## src/rtl/i2c_scl_pkg.sv

```systemverilog
// Shared types and helpers for the SCL clock generator.
package i2c_scl_pkg;

    // Phase of the SCL generator.
    typedef enum logic [1:0] {
        PH_IDLE  = 2'd0,  // disabled, SCL released
        PH_LOW   = 2'd1,  // SCL driven low, timing low phase
        PH_WAITH = 2'd2,  // SCL released, waiting to see it high
        PH_HIGH  = 2'd3   // SCL released and high, timing high phase
    } scl_phase_e;

endpackage

```

## src/rtl/i2c_scl_tick.sv

```systemverilog
// Step enable for the baud timer: a divide-by-two toggle.
// Assumes: restart is pulsed on every reload, so each phase starts at the same tick alignment.
module i2c_scl_tick (
    input  logic clk,
    input  logic rst_n,
    input  logic run,
    input  logic restart,
    output logic tick
);
    logic tick_q;

    // Toggle every clock while timing; hold low when idle or on reload.
    always_ff @(posedge clk) begin
        if (!rst_n || !run || restart) tick_q <= 1'b0;
        else                           tick_q <= ~tick_q;
    end

    assign tick = tick_q;
endmodule

```

## src/rtl/i2c_scl_sync.sv

```systemverilog
// Multi-stage synchroniser for the asynchronous SCL line level.
// Assumes: the idle line is high, so every stage resets to 1.
module i2c_scl_sync #(
    parameter int STAGES = 2
) (
    input  logic clk,
    input  logic rst_n,
    input  logic async_in,
    output logic sync_out
);
    logic [STAGES-1:0] chain_q;

    // Shift the raw level through the register chain.
    generate
        if (STAGES == 1) begin : g_one
            always_ff @(posedge clk) begin
                if (!rst_n) chain_q <= '1;
                else        chain_q <= async_in;
            end
        end else begin : g_many
            always_ff @(posedge clk) begin
                if (!rst_n) chain_q <= '1;
                else        chain_q <= {chain_q[STAGES-2:0], async_in};
            end
        end
    endgenerate

    assign sync_out = chain_q[STAGES-1];
endmodule

```

## src/rtl/i2c_scl_baud.sv

```systemverilog
// Down-counting baud timer. Loads the effective reload value (0 becomes 1),
// steps on dec_en, holds at zero until the next load, and strobes on reaching zero.
// Assumes: load and dec_en come from the phase controller; load wins.
module i2c_scl_baud #(
    parameter int CNT_W = 7
) (
    input  logic             clk,
    input  logic             rst_n,
    input  logic             load,
    input  logic             dec_en,
    input  logic [CNT_W-1:0] reload_val,
    output logic             cnt_zero,
    output logic             roll
);
    localparam logic [CNT_W-1:0] ONE = CNT_W'(1);

    logic [CNT_W-1:0] cnt_q;
    logic [CNT_W-1:0] eff_val;
    logic             roll_q;

    // Reload value of zero is promoted to one.
    assign eff_val = (reload_val == '0) ? ONE : reload_val;

    // Counter: load, step down, or hold (including hold-off at zero).
    always_ff @(posedge clk) begin
        if (!rst_n)                        cnt_q <= '0;
        else if (load)                     cnt_q <= eff_val;
        else if (dec_en && cnt_q != '0)    cnt_q <= cnt_q - ONE;
    end

    // Rollover strobe registered on the step into zero.
    always_ff @(posedge clk) begin
        if (!rst_n) roll_q <= 1'b0;
        else        roll_q <= dec_en && !load && (cnt_q == ONE);
    end

    assign cnt_zero = (cnt_q == '0);
    assign roll     = roll_q;

    // once at zero the count stays there until a load.
    assert_holdoff_R6: assert property (@(posedge clk) disable iff (!rst_n)
        (cnt_q == '0 && !load) |=> (cnt_q == '0));
    // a load never leaves the counter at zero.
    assert_min_reload_R9: assert property (@(posedge clk) disable iff (!rst_n)
        load |=> (cnt_q != '0));
    // the strobe lasts a single cycle.
    assert_roll_pulse_R8: assert property (@(posedge clk) disable iff (!rst_n)
        roll_q |=> !roll_q);
endmodule

```

## src/rtl/i2c_scl_gen.sv

```systemverilog
// SCL clock generator top. Sequences idle, low, wait-for-high and high phases.
// Times each phase with the baud timer and freezes while released SCL is held low.
// Assumes: scl_in is the raw wired-AND line level; scl_drive_low drives an open-drain pad.
module i2c_scl_gen #(
    parameter int CNT_W       = 7,
    parameter int SYNC_STAGES = 2
) (
    input  logic             clk,
    input  logic             rst_n,
    input  logic [CNT_W-1:0] reload_val,
    input  logic             enable,
    input  logic             release_req,
    input  logic             scl_in,
    output logic             scl_drive_low,
    output logic             rollover,
    output logic             stretch_flag
);
    import i2c_scl_pkg::*;

    scl_phase_e ph_q, ph_d;
    logic       load;
    logic       timing;
    logic       tick;
    logic       dec_en;
    logic       cnt_zero;
    logic       scl_seen;

    i2c_scl_sync #(.STAGES(SYNC_STAGES)) u_sync (
        .clk      (clk),
        .rst_n    (rst_n),
        .async_in (scl_in),
        .sync_out (scl_seen)
    );

    assign timing = (ph_q == PH_LOW) || (ph_q == PH_HIGH);

    i2c_scl_tick u_tick (
        .clk     (clk),
        .rst_n   (rst_n),
        .run     (timing),
        .restart (load),
        .tick    (tick)
    );

    assign dec_en = tick && timing;

    i2c_scl_baud #(.CNT_W(CNT_W)) u_baud (
        .clk        (clk),
        .rst_n      (rst_n),
        .load       (load),
        .dec_en     (dec_en),
        .reload_val (reload_val),
        .cnt_zero   (cnt_zero),
        .roll       (rollover)
    );

    // Next phase and reload decision.
    always_comb begin
        ph_d = ph_q;
        load = 1'b0;
        case (ph_q)
            PH_IDLE:  if (enable) begin ph_d = PH_LOW; load = 1'b1; end
            PH_LOW:   if (cnt_zero && release_req) ph_d = PH_WAITH;
            PH_WAITH: if (scl_seen) begin ph_d = PH_HIGH; load = 1'b1; end
            PH_HIGH:  if (cnt_zero) begin ph_d = PH_LOW; load = 1'b1; end
            default:  ph_d = PH_IDLE;
        endcase
        if (!enable) begin
            ph_d = PH_IDLE;
            load = 1'b0;
        end
    end

    // Phase register.
    always_ff @(posedge clk) begin
        if (!rst_n) ph_q <= PH_IDLE;
        else        ph_q <= ph_d;
    end

    assign scl_drive_low = (ph_q == PH_LOW);
    assign stretch_flag  = (ph_q == PH_WAITH) && !scl_seen;

    // the stretch flag is only ever seen with SCL released.
    assert_flag_released_R7: assert property (@(posedge clk) disable iff (!rst_n)
        stretch_flag |-> !scl_drive_low);
    // dropping enable releases SCL at the next edge.
    assert_idle_released_R2: assert property (@(posedge clk) disable iff (!rst_n)
        !enable |=> !scl_drive_low);
    // while waiting on a low line the phase does not advance.
    assert_freeze_R5: assert property (@(posedge clk) disable iff (!rst_n)
        (ph_q == PH_WAITH && !scl_seen && enable) |=> (ph_q == PH_WAITH));
    // the high phase is entered only after the line has been seen high.
    assert_high_after_seen_R4: assert property (@(posedge clk) disable iff (!rst_n)
        (ph_q == PH_WAITH && enable && scl_seen) |=> (ph_q == PH_HIGH));
endmodule

```

## config.mk

```make
export PLATFORM = sky130hd
export DESIGN_NAME = i2c_scl_gen
export DESIGN_NICKNAME = d
export VERILOG_FILES = /design/src/rtl/i2c_scl_pkg.sv /design/src/rtl/i2c_scl_tick.sv /design/src/rtl/i2c_scl_sync.sv /design/src/rtl/i2c_scl_baud.sv /design/src/rtl/i2c_scl_gen.sv
export SDC_FILE = /design/constraint.sdc
export NUM_CORES = 1
export LEC_CHECK = 0
export CORE_ASPECT_RATIO = 1.2
export CORE_MARGIN = 3
export CORE_UTILIZATION = 30
export DETAILED_ROUTE_END_ITERATION = 12
export DONT_BUFFER_PORTS = 1
export GPL_TIMING_DRIVEN = 1
export PLACE_DENSITY = 0.48
export SYNTH_ARGS = -nofsm -noshare
export SYNTH_HDL_FRONTEND = slang
export SYNTH_SLANG_ARGS = --single-unit
```

## constraint.sdc

```tcl
create_clock -name clk -period 2.8 [get_ports clk]
set_clock_uncertainty 0.15 [all_clocks]
set_input_delay 0.14 -clock clk [delete_from_list [all_inputs] [get_ports clk]]
set_output_delay 0.14 -clock clk [all_outputs]
set_load 0.005 [all_outputs]
```

==> summary.txt <==
Post-Syn Area per Cell = 8.479 um2
net switching power figure = 0.1211 mW
sum of internal, switching and leakage power = 0.4147 mW
number of port buffers = 0
via count of the first global-routing pass = 662
deepest level of the CTS H-tree = 1
die outline area = 3029 um2
total cell area at the placement stage = 757.0 um2
utilization of the core after routing = 40.86%
switching share of power = 29.21%
latest clock arrival within the worst-skew pair = 280 ps
most instantiated cells after synthesis = dfxtp_1, a21oi_1, nand2_1
num ports = 15
drt first pass iters = 5
TritonCTS buffer count = 3
Fin Setup TNS = 0 ps
power density over the cells = 469.4 nW/um2
First DRT Iteration DRCs = 10
Comb power frac = 20.4%
Fmax achieved = 425.0 MHz
number of antenna violations at the first check in global routing = 0
Setup violations, final = 0
commonest register cell after synthesis = dfxtp_1
most frequent cell after synthesis = dfxtp_1
clock tree root driver cell = clkbuf_4
RSZ-0062 raised after global routing = no
Setup crit start kind = register
number of nets with antenna violations after routing = 0
measured slew at the worst slew-check pin = 651.5 ps
net count after synthesis = 102
clock period minus final worst setup slack = 2353 ps
part of the power in registers = 51.5%
Final Worst Setup Slack = 447.0 ps
share of the synthesized area in the top cell type = 36.11%
pre-CTS setup slack = 505.2 ps
ratio of final minimum period to clock period = 84.03%
global-route wire length before repair = 2732 um
worst stage delay on the critical path = 530 ps
count of maximum capacitance violations = 0
mapped cell area = 720.7 um2
total of warnings raised by yosys = 0
Critical Setup Path Class = register to register
Internal Power = 0.2935 mW
library cell occupying the most area in the post-synthesis netlist = dfxtp_1
maximum buffer depth of the clock tree = 2
final antenna diode count = 0
leak pwr = 0.3184 nW
cell area after layout = 883.3 um2
sequence of cells on the critical path = inv_1 -> ha_1 -> nor3b_1 -> buf_4 -> and3_1 -> o221ai_2 -> nand2_1 -> nor4_1
global-route usage over all layers = 12.51%
Yosys reg bits = 13
synth unique cells = 32
# clock sinks = 13
Synth area leaders = dfxtp_1, ha_1, a21oi_1
buffers inserted during post-CTS setup optimization = 0
height of the die = 59.69 um
fraction of registers with async set/reset = 0%
routed length per placed instance = 12.60 um
detailed placement HPWL = 1170 um
proportion of power drawn by the clock network = 28.1%
routability-driven placement congestion ratio = 0.7645
result of the run = finished, final reports clean
core outline area = 2162 um2
Worst Path Required = 2840 ps
remaining max-slew budget at the tightest pin = 56.57%
Clock transition at path regs = 80 ps
Die X-Extent = 50.74 um
total number of vias = 662
number of nets in the finished design = 116
std cell rows = 18
Post-synth EDFFs = 0
Final Hold Vio Count = 0
number of cells in the design after placement = 114
number of remaining DRC errors = 0
largest net degree at the start of global routing = 15
GR Overflow Total = 0
critical path's slowest cell = o221ai_2
sequential-to-total area share from yosys stat = 36.11%
tightest hold margin = 15.71 ps
Area growth, synth to finish = 22.57%
number of cells in the finished layout apart from fillers = 128
fillcell total = 238
vias per inst = 5.172
kind of end point of the critical path = register
Initial Utilization = 33.33%
total wirelength of the detailed-routed design = 1613 um
TritonCTS clock tree = built
cell count after synthesis = 85
Peak supply drop = 0.2642 mV
worst path arrival time = 2390 ps
HP Class = input pin to register
Max Transition Viols Final = 0
ratio of cells with drive above 1 in the final layout = 7.143%
maximum net fanout on the critical path = 14
## layer usage
| metal | part of all wire (%) | routed length [um] | track usage [%] |
|---|---|---|---|
| met1 | 43 | 690 | 13.19 |
| met2 | 48 | 780 | 21.64 |
| met3 | 6.1 | 99 | 2.993 |
| met4 | 2.6 | 42 | 9.231 |
| met5 | 0 | 0 | 0 |
## worst max-delay path: cells and delay by family, from the launching register on
kind            cells  cell delay, ps
simple gates        4             720
buf+inv             2             220
fa+ha+maj           1             220
compound gates      1             530
flops               1             420
## path summary, 6_finish.rpt
kind,slack (ps),endpoint,startpoint,cells after the start
hold reg to reg,260,u_sync.chain_q[1],u_sync.chain_q[0],1
setup reg to reg,450,u_baud.roll,u_baud.cnt_q[0],8
setup / recovery,450,u_baud.roll,u_baud.cnt_q[0],8
hold / removal,20,u_baud.cnt_q[0],reload_val[3],3
## final cells by class
type / count / area [um2] / share of cell area, %
sequential: 13 / 260.3 / 29.46
inverter: 5 / 18.77 / 2.125
timing repair buffer: 11 / 107.6 / 12.18
tap: 30 / 37.54 / 4.249
multi-input combinational: 65 / 432.9 / 49.01
clock buffer: 4 / 26.28 / 2.975
## what timing repair did
action / 4_1_cts / 5_1_grt
hold buffers: 10 / 0
hold endpoints to repair: 13 / 0
gates resized for setup: 0 / 0
## registers in the layout, indices dropped and copies added (netlist names)
| name | flops |
|---|---|
| ph_q | 2 |
| u_baud.roll | 1 |
| u_sync.chain_q | 2 |
| u_tick.tick | 1 |
| u_baud.cnt_q | 7 |
## power by group through the flow
stage	logic, mW	clock network, mW	registers, mW
floorplan	0.0573	0	0.214
global placement	0.0701	0	0.218
detailed placement	0.0710	0	0.218
CTS	0.0846	0.122	0.213
global route	0.0966	0.129	0.216
finish	0.0845	0.117	0.214
## cell usage in the layout (no fill, tap or decap), drive strengths merged, types with 3 or more instances in the layout
master,instances
mux2i,3
dfxtp,13
inv,5
dlygate4sd3,10
ha,5
o21ai,7
nor3,4
or3,3
a21oi,9
nand2b,3
clkbuf,4
nand2,8
## logic make-up after synthesis
family | synth area share, %
fa+ha+maj | 8.681
buf+inv | 3.819
xor+xnor | 1.215
flops | 36.11
simple gates | 22.57
compound gates | 23.44
mux | 4.167
Power figures use the tool's default switching activity.
